===== src/rtl/mt_pkg.sv =====
package mt_pkg;
  localparam int DATA_W = 64;

  typedef enum logic [1:0] {
    ERR_NONE = 2'd0,
    ERR_TRUE = 2'd1,
    ERR_COMP = 2'd2
  } err_code_t;

  typedef enum logic [2:0] {
    S_IDLE, S_FILL, S_RD_T, S_CK_T, S_RD_C, S_CK_C, S_DONE
  } tst_state_t;
endpackage


===== src/rtl/mt_pattern.sv =====
module mt_pattern import mt_pkg::*; #(
  parameter int IDX_W = 16
) (
  input  logic [IDX_W-1:0]  idx,
  input  logic [1:0]        size,
  output logic [DATA_W-1:0] pat_true,
  output logic [DATA_W-1:0] pat_comp,
  output logic [DATA_W-1:0] lane
);
  logic [DATA_W-1:0] ext;

  assign ext = DATA_W'(idx);

  always_comb begin
    case (size)
      2'd0:    lane = DATA_W'(64'h0000_0000_0000_00FF);
      2'd1:    lane = DATA_W'(64'h0000_0000_0000_FFFF);
      2'd2:    lane = DATA_W'(64'h0000_0000_FFFF_FFFF);
      default: lane = '1;
    endcase
  end

  assign pat_true = ext & lane;
  assign pat_comp = ~ext & lane;
endmodule


===== src/rtl/mt_walker.sv =====
module mt_walker #(
  parameter int ADDR_W = 16
) (
  input  logic              clk,
  input  logic              rst,
  input  logic              load,
  input  logic              step,
  input  logic [ADDR_W-1:0] load_addr,
  input  logic [1:0]        size,
  input  logic [ADDR_W-1:0] count,
  output logic [ADDR_W-1:0] idx,
  output logic [ADDR_W-1:0] addr,
  output logic              last
);
  logic [ADDR_W-1:0] stride;

  assign stride = ADDR_W'(1) << size;
  assign last   = (idx == count - ADDR_W'(1));

  always_ff @(posedge clk) begin
    if (rst) begin
      idx  <= '0;
      addr <= '0;
    end else if (load) begin
      idx  <= '0;
      addr <= load_addr;
    end else if (step) begin
      idx  <= idx + ADDR_W'(1);
      addr <= addr + stride;
    end
  end
endmodule


===== src/rtl/mt_err_log.sv =====
module mt_err_log import mt_pkg::*; #(
  parameter int ADDR_W = 16,
  parameter int ERR_W  = 16
) (
  input  logic              clk,
  input  logic              rst,
  input  logic              clear,
  input  logic              chk_valid,
  input  logic              chk_fail,
  input  err_code_t         chk_code,
  input  logic [ADDR_W-1:0] chk_addr,
  output logic [ERR_W-1:0]  err_count,
  output logic [ADDR_W-1:0] first_addr,
  output err_code_t         first_code
);
  localparam logic [ERR_W-1:0] SAT = '1;

  always_ff @(posedge clk) begin
    if (rst || clear) begin
      err_count  <= '0;
      first_addr <= '0;
      first_code <= ERR_NONE;
    end else if (chk_valid && chk_fail) begin
      if (err_count == '0) begin
        first_addr <= chk_addr;
        first_code <= chk_code;
      end
      if (err_count != SAT) err_count <= err_count + ERR_W'(1);
    end
  end
endmodule


===== src/rtl/incr_pattern_tester.sv =====
module incr_pattern_tester import mt_pkg::*; #(
  parameter int ADDR_W = 16,
  parameter int ERR_W  = 16
) (
  input  logic              clk,
  input  logic              rst,
  input  logic              start,
  input  logic [ADDR_W-1:0] base_addr,
  input  logic [ADDR_W-1:0] length,
  input  logic [1:0]        acc_size,
  input  logic [DATA_W-1:0] cmp_mask,
  output logic              done,
  output logic              pass,
  output logic [ERR_W-1:0]  err_count,
  output logic [ADDR_W-1:0] first_fail_addr,
  output logic [1:0]        first_fail_code,
  output logic              mem_en,
  output logic              mem_we,
  output logic [ADDR_W-1:0] mem_addr,
  output logic [1:0]        mem_size,
  output logic [DATA_W-1:0] mem_wdata,
  input  logic [DATA_W-1:0] mem_rdata
);
  tst_state_t        state_q;
  logic [1:0]        size_q;
  logic [DATA_W-1:0] mask_q;
  logic [ADDR_W-1:0] base_q, count_q, req_count;
  logic              accept, w_load, w_step, last;
  logic [ADDR_W-1:0] idx, waddr;
  logic [DATA_W-1:0] pat_t, pat_c, lane, expect_w;
  logic              chk_valid, chk_fail;
  err_code_t         chk_code, first_code_w;

  assign req_count = length >> acc_size;
  assign accept    = start && (state_q == S_IDLE || state_q == S_DONE);
  assign w_load    = accept || (last && (state_q == S_FILL || state_q == S_CK_T));
  assign w_step    = !w_load &&
                     (state_q == S_FILL || state_q == S_CK_T || state_q == S_CK_C);

  mt_walker #(.ADDR_W(ADDR_W)) u_walk (
    .clk(clk), .rst(rst), .load(w_load), .step(w_step),
    .load_addr(accept ? base_addr : base_q), .size(size_q), .count(count_q),
    .idx(idx), .addr(waddr), .last(last)
  );

  mt_pattern #(.IDX_W(ADDR_W)) u_pat (
    .idx(idx), .size(size_q), .pat_true(pat_t), .pat_comp(pat_c), .lane(lane)
  );

  // Sequencer: phase order fill -> read/invert -> read-back.
  always_ff @(posedge clk) begin
    if (rst) begin
      state_q <= S_IDLE;
      size_q  <= '0;
      mask_q  <= '1;
      base_q  <= '0;
      count_q <= '0;
    end else begin
      case (state_q)
        S_IDLE, S_DONE: if (accept) begin
          size_q  <= acc_size;
          mask_q  <= cmp_mask;
          base_q  <= base_addr;
          count_q <= req_count;
          state_q <= (req_count == '0) ? S_DONE : S_FILL;
        end
        S_FILL:  if (last) state_q <= S_RD_T;
        S_RD_T:  state_q <= S_CK_T;
        S_CK_T:  state_q <= last ? S_RD_C : S_RD_T;
        S_RD_C:  state_q <= S_CK_C;
        S_CK_C:  state_q <= last ? S_DONE : S_RD_C;
        default: state_q <= S_IDLE;
      endcase
    end
  end

  // Memory command decoded from the state register.
  assign mem_en    = (state_q == S_FILL) || (state_q == S_RD_T) ||
                     (state_q == S_CK_T) || (state_q == S_RD_C);
  assign mem_we    = (state_q == S_FILL) || (state_q == S_CK_T);
  assign mem_addr  = waddr;
  assign mem_size  = size_q;
  assign mem_wdata = (state_q == S_FILL) ? pat_t :
                     (state_q == S_CK_T) ? pat_c : '0;

  // One shared masked comparator for both checking phases.
  assign chk_valid = (state_q == S_CK_T) || (state_q == S_CK_C);
  assign expect_w  = (state_q == S_CK_T) ? pat_t : pat_c;
  assign chk_fail  = |((mem_rdata ^ expect_w) & mask_q & lane);
  assign chk_code  = (state_q == S_CK_T) ? ERR_TRUE : ERR_COMP;

  mt_err_log #(.ADDR_W(ADDR_W), .ERR_W(ERR_W)) u_log (
    .clk(clk), .rst(rst), .clear(accept),
    .chk_valid(chk_valid), .chk_fail(chk_fail), .chk_code(chk_code),
    .chk_addr(waddr), .err_count(err_count),
    .first_addr(first_fail_addr), .first_code(first_code_w)
  );

  assign first_fail_code = first_code_w;
  assign done = (state_q == S_DONE);
  assign pass = done && (err_count == '0);
endmodule


===== config.mk =====
export PLATFORM = sky130hd
export DESIGN_NAME = incr_pattern_tester
export DESIGN_NICKNAME = d
export VERILOG_FILES = /design/src/rtl/mt_pkg.sv /design/src/rtl/mt_pattern.sv /design/src/rtl/mt_walker.sv /design/src/rtl/mt_err_log.sv /design/src/rtl/incr_pattern_tester.sv
export SDC_FILE = /design/constraint.sdc
export NUM_CORES = 1
export LEC_CHECK = 0
export BUFFER_PORTS_ARGS = -buffer_cell sky130_fd_sc_hd__clkbuf_2
export CORE_ASPECT_RATIO = 0.75
export CORE_MARGIN = 3
export CORE_UTILIZATION = 55
export CTS_BUF_LIST = sky130_fd_sc_hd__clkbuf_8
export CTS_CLUSTER_DIAMETER = 200
export DETAILED_ROUTE_END_ITERATION = 8
export GPL_TIMING_DRIVEN = 0
export PLACE_DENSITY = 0.82
export SETUP_SLACK_MARGIN = 0.1
export SLEW_MARGIN = 15
export SYNTH_ARGS = -nofsm -noshare
export SYNTH_HDL_FRONTEND = slang
export SYNTH_SLANG_ARGS = --single-unit

===== constraint.sdc =====
create_clock -name clk -period 8.3 [get_ports clk]
set_input_delay 0.415 -clock clk [delete_from_list [all_inputs] [get_ports clk]]
set_output_delay 0.415 -clock clk [all_outputs]
set_load 0.05 [all_outputs]

After elaboration in Yosys (flattened, before gate mapping)
Cells that the tools add are included.
{ "totals": {"mem_bits_rw": 0, "rom_bits": 0, "regBits": 167, "output_inout_bits": 120, "mem_count": 0, "elab_cells": 75, "latch_bits": 0, "inputBits": 165} }
{ "classes": {"n_addsub": 4, "shifts": 2, "n_mux": 14, "eq_ne": 12, "n_div": 0, "magnitude_cmp": 0, "n_reduce_logical": 27, "multipliers": 0, "bitwise_logic": 6} }
{ "op_table": {"columns": ["cell", "n"], "rows": [
  ["bitwise AND 64 bit", 3],
  ["two-way mux 64 bit", 3],
  ["case mux 64 bit (3 select lines)", 1],
  ["bitwise AND 16 x 64 -> 64 bit", 1],
  ["NOT 16 -> 64 bit", 1],
  ["OR reduction 64 bit", 1],
  ["bitwise XOR 64 bit", 1],
  ["two-way mux 16 bit", 3],
  ["adder 16 x 1 -> 16 bit, second input constant", 2],
  ["logical NOT 16 bit", 2],
  ["case mux 3 bit (6 select lines)", 1],
  ["adder 16 bit", 1],
  ["== test 16 bit", 1],
  ["inequality test 16 bit, second input constant", 1],
  ["<< shifter 1 x 2 -> 16 bit, first input constant", 1],
  [">> shifter 16 x 2 -> 16 bit", 1],
  ["subtractor 16 x 1 -> 16 bit, second input constant", 1],
  ["two-way mux 3 bit", 4],
  ["== test 3 bit, second input constant", 3],
  ["logical OR 1 bit", 9],
  ["AND reduction 2 bit", 4],
  ["== test 3 x 2 -> 1 bit, second input constant", 2],
  ["logical AND 1 bit", 5],
  ["two-way mux 2 bit", 2],
  ["9 further kinds", 11]
]} }

Longest topological paths before layout
{ "depth": {"word_depth": 10, "mapped_depth": 14, "depth_no_buf": 12} }

Cells and area by module
Synthesis repeated with hierarchy kept, for this count alone.
{ "unflattened": {"hier_cells": 1565, "hier_area_um2": 12295.5} }
{ "by_module_without_submodules": {"columns": ["module", "area_per_inst_um2", "instances", "cells_per_inst", "seq_area_each_um2"], "rows": [
  ["incr_pattern_tester", 6899.1, 1, 900, 2021.9],
  ["mt_walker", 2264.7, 1, 277, 640.6],
  ["mt_err_log", 1649.1, 1, 190, 680.7],
  ["mt_pattern", 1482.7, 1, 198, 0.0]
]} }

Worst setup path before layout
OpenSTA, ideal clock, no wires.
{ "synth_timing": {"kind": "register to register", "start": "reg size_q[0], in the netlist mem_size[0]", "end": "reg u_log.first_addr[6]", "path_slack_ps": 5026, "synth_period_minus_slack_ps": 3274, "t_required_ps": 8168, "t_arrival_ps": 3142, "path_stages_with_launch": 13, "cell_sequence": "dfxtp_1 buf_2 nand2_1 inv_2 nand2_1 nor4_1 o2111ai_1 or4_1 a2111o_1 clkbuf_1 clkbuf_1 nand3_1 a21oi_1"} }
{ "synth_via": {"elab_chain_len": 10, "word_cells_on_any_way": 13, "classes_between": "2 x eq/ne; 2 x mux; 5 x bitwise; 4 x reduce/logical"} }
{ "synth_lines": {"columns": ["element", "line_no", "rtl"], "rows": [
  ["start, declared", "incr_pattern_tester.sv:25", "logic [1:0] size_q;"],
  ["start signal, assigned", "incr_pattern_tester.sv:61", "size_q <= acc_size;"],
  ["== test 2 bit (tied with other cells)", "mt_pattern.sv:15", "case (size)"],
  ["case mux 64 bit (3 select lines) (*)", "mt_pattern.sv:15", null],
  ["bitwise AND 64 bit / bitwise AND 16 x 64 -> 64 bit (equally long branches)", "mt_pattern.sv:24, mt_pattern.sv:23", null],
  ["two-way mux 64 bit", "incr_pattern_tester.sv:88", "assign expect_w = (state_q == S_CK_T) ? pat_t : pat_c;"],
  ["bitwise XOR 64 bit", "incr_pattern_tester.sv:89", "assign chk_fail = |((mem_rdata ^ expect_w) & mask_q & lane);"],
  ["bitwise AND 64 bit", "incr_pattern_tester.sv:89", null],
  ["bitwise AND 64 bit (*)", "incr_pattern_tester.sv:89", null],
  ["OR reduction 64 bit (*)", "incr_pattern_tester.sv:89", null],
  ["logical AND 1 bit (*)", "mt_err_log.sv:23", "end else if (chk_valid && chk_fail) begin"],
  ["AND reduction 2 bit (no source line) (*)", null, null],
  ["end signal, assigned", "mt_err_log.sv:25", "first_addr <= chk_addr;"],
  ["end, declared", "mt_err_log.sv:13", "output logic [ADDR_W-1:0] first_addr,"]
]} }
Every way passes the cells marked *; elsewhere a longest branch is shown, timed or not.
A chain may end at the register's enable or synchronous reset.

Final worst setup path
{ "layout_timing": {"start": "reg count_q[0]", "end": "reg u_walk.addr[2]"} }
{ "layout_via": {"elab_chain_len": 7, "word_cells_on_any_way": 8, "classes_between": "1 x add/sub; 1 x eq/ne; 1 x mux; 5 x reduce/logical"} }
{ "layout_lines": {"columns": ["element", "line_no", "rtl"], "rows": [
  ["start, declared", "incr_pattern_tester.sv:27", "logic [ADDR_W-1:0] base_q, count_q, req_count;"],
  ["start signal, assigned", "incr_pattern_tester.sv:64", "count_q <= req_count;"],
  ["subtractor 16 x 1 -> 16 bit (*)", "mt_walker.sv:18", "assign last = (idx == count - ADDR_W'(1));"],
  ["== test 16 bit (*)", "mt_walker.sv:18", null],
  ["logical AND 1 bit (*)", "incr_pattern_tester.sv:36", "assign w_load = accept || (last && (state_q == S_FILL || state_q == S_CK_T));"],
  ["logical OR 1 bit (*)", "incr_pattern_tester.sv:36", null],
  ["logical NOT 1 bit", "incr_pattern_tester.sv:37", "assign w_step = !w_load &&"],
  ["logical AND 1 bit", "incr_pattern_tester.sv:37", null],
  ["nonzero test 2 bit (no source line)", null, null],
  ["end signal, assigned", "mt_walker.sv:26", "addr <= load_addr;"],
  ["end signal, assigned", "mt_walker.sv:29", "addr <= addr + stride;"],
  ["end, declared", "mt_walker.sv:12", "output logic [ADDR_W-1:0] addr,"]
]} }
Marked as above.

==> run metrics <==
# fillers=roughly 1500; area of the mapped netlist=10100 um^2; FP Rows=42; Seq/Total Area, Yosys=roughly 33%; Die W=162 um; YS warnings=0; Worst setup SP type=flop; # nets final=1779; Ports=285; worst-case clock skew=19.3 ps; Core Box Area=17800 um^2; WL final=~34000 um; GP Congestion=about 1; Slowest-stage cell, CP=nor4_4; Setup CP Type=reg -> reg; Max Clk Rate=0.262 GHz; CTS Hold Buffers Added=0; Root Driver=clkbuf_8; drt first pass iters=6; worst slew pin tran=roughly 1000 ps; Ant. Diodes=0; layout cells sized above 1=roughly 25%; area occupied by multi-input gates=~5800 um^2; ys flop type=dfxtp_1; CTS tree=yes; synth-to-layout area growth=20.9%; initial antenna violation count=2; Peak VDD IR=112 uV; WP data required=8620 ps; Mapped Nets=1477; Placed Cells=1820; die height=123 um; initial DRC count=1348; EDFF count, synth=0; Detailed Place HPWL=26100 um; Final Hold Vio Count=0; Rel. slew slack=31.5%; cells after synthesis=about 1300; largest net degree at the start of global routing=33; post-CTS setup buffers=0; Overflow after GRT=0; post-CTS sizing=0; Finished Layout Cells=1852; synthesized area per cell=7.80 um^2; maxcap violations=0; initial core utilization=~57%; H-tree levels=4; Die Area=20000 um^2; RSZ-0062 raised after global routing=no; CP Data Arrival Time=4130 ps; worst path cell trace=clkbuf_1 -> inv_1 -> ha_1 -> or4b_1 -> buf_2 -> o31a_1 -> nor4_1 -> o2bb2ai_1 -> nor4_4 -> buf_6 -> mux2i_1 -> a21o_1 -> a21oi_2; global-route wire length before repair=51500 um; CP max stage delay=570 ps; ys async rst share=0%; gr usage total=32.6%; worst-path fanout max=10; status=finished, final reports clean; Slew Viols, Final=0; Setup Viol. Count Final=0; Tmin final=3820 ps; vias per cell=5.85; clk sinks=167; maximum clock path buffer count=2; via count=roughly 11000; antenna viol nets, final=0; Leakage Power=5.42 nW; DRC viols=0; Worst Setup End Kind=flop; Tcrit/Tclk final=a little under half; Avg WL per Cell=18.2 um; CTS Buf Count=17; flops & latches, synth=167; Cell Pwr Density=between 150 and 200 nW/um^2; HP Class=in -> reg; vias in the first global route=9886; latest clock arrival within the worst-skew pair=~470 ps; CTS clk-pin slew, worst paths=110 ps; Buffers on Ports=283; register area=3340 um^2; number of unique standard cell types used by synthesis=70; setup_tns=0 ps
[kinds of logic (layout without fill, tap and decap cells)]
family                     after synthesis  in the layout  share of synthesized area, %
and+or+nand+nor                        508            508                          25.2
AOI/OAI and AO/OA                      294            294                          19.1
buffers and inverters                  193            508                          9.21
DFF                                    167            167                          33.1
xor gates and xnor gates                75             75                          6.51
muxes                                   41             41                          4.72
adders and majority gates               17             17                          2.18
[final timing paths]
path	startpoint	to	slack [ps]	cells past startpoint
worst max-delay path	count_q[0]	u_walk.addr[2]	4480	13
worst max register to register	count_q[0]	u_walk.addr[2]	4480	13
worst min-delay path	cmp_mask[30]	mask_q[30]	140	2
worst min register to register	base_q[1]	base_q[1]	460	2
[layer usage]
layer,global-route usage [%],part of all wire [%],vias up
li1,-,-,5141
met1,44.9,42,5057
met2,51.5,45,574
met3,7.70,11,60
met4,8.84,2.0,4
met5,0,0.080,-
[layout by cell type, fill, tap and decap left out, types with 41 or more instances in the layout]
master / instances
o21ai_0: 57
nor2_1: 89
inv_1: 53
nand3_1: 43
nand2_1: 186
dfxtp_1: 167
a21oi_1: 83
clkbuf_1: 72
buf_4: 48
xnor2_1: 53
clkbuf_2: 284
nand3b_1: 41
[final cells by class]
cell class | count | share of cell area [%]
Multi-Input combinational cell | 935 | 47.7
Sequential cell | 167 | 27.4
Inverter | 54 | 1.66
Buffer | 139 | 5.96
Clock inverter | 14 | 1.15
Timing Repair Buffer | 283 | 11.6
Clock buffer | 18 | 2.03
Tap cell | 242 | 2.48
[worst max-delay path, delay by kind of cell, from the launching register on]
family,cells,cell delay [ps]
muxes,1,210
buffers and inverters,4,740
adders and majority gates,1,260
DFF,1,310
and+or+nand+nor,3,1430
AOI/OAI and AO/OA,4,720
[stage by stage]
stage	hold slack, ps	setup slack (ps)	total power [mW]	util (%)	area (um^2)
finish	139	4480	1.89	68.5	12200
global route	121	4240	1.97	68.5	12200
CTS	126	4560	1.88	68.5	12200
detailed placement	449	4600	1.31	66.3	11800
global placement	437	4650	1.30	66.3	11800
floorplan	431	5030	1.17	-	10100
[flip-flops by register name, summed over array words and instances, names as in the netlist]
| name | cells |
|---|---|
| base_q | 16 |
| count_q | 16 |
| mask_q | 64 |
| mem_size | 2 |
| state_q | 3 |
| u_log.err_count | 16 |
| u_log.first_addr | 16 |
| u_log.first_code | 2 |
| u_walk.addr | 16 |
| u_walk.idx | 16 |
[report_power, final]
group,switching [mW],internal (mW),leakage [nW]
sequential,0.0409,0.849,1.37
combinational,0.254,0.158,3.86
clock,0.338,0.253,0.192
[cell usage after synthesis (all sizes together), types with 9 or more instances]
cell type    n  share of area (%)
a31oi       11               0.68
a211o       28                2.4
buf         66                4.5
and3        16               0.99
ha          16                2.0
or3         16               0.99
xor2        22                1.9
xnor2       53                4.6
a21boi      10               0.74
a22oi       21                1.6
a21oi       85                4.3
nor4        25                1.7
inv         54                2.0
nand2      186                6.9
nor2        89                3.3
nor4b        9               0.78
nand2b      14               0.87
mux2i       24                2.4
nand4       18                1.1
mux2        13                1.5
o21bai      11               0.82
nand3       43                2.1
clkbuf      73                2.7
o22ai       13               0.81
nor3        28                1.4
o21ai       61                3.0
dfxtp      167                 33
nand3b      42                3.2
(Power assumes the default switching activity.)
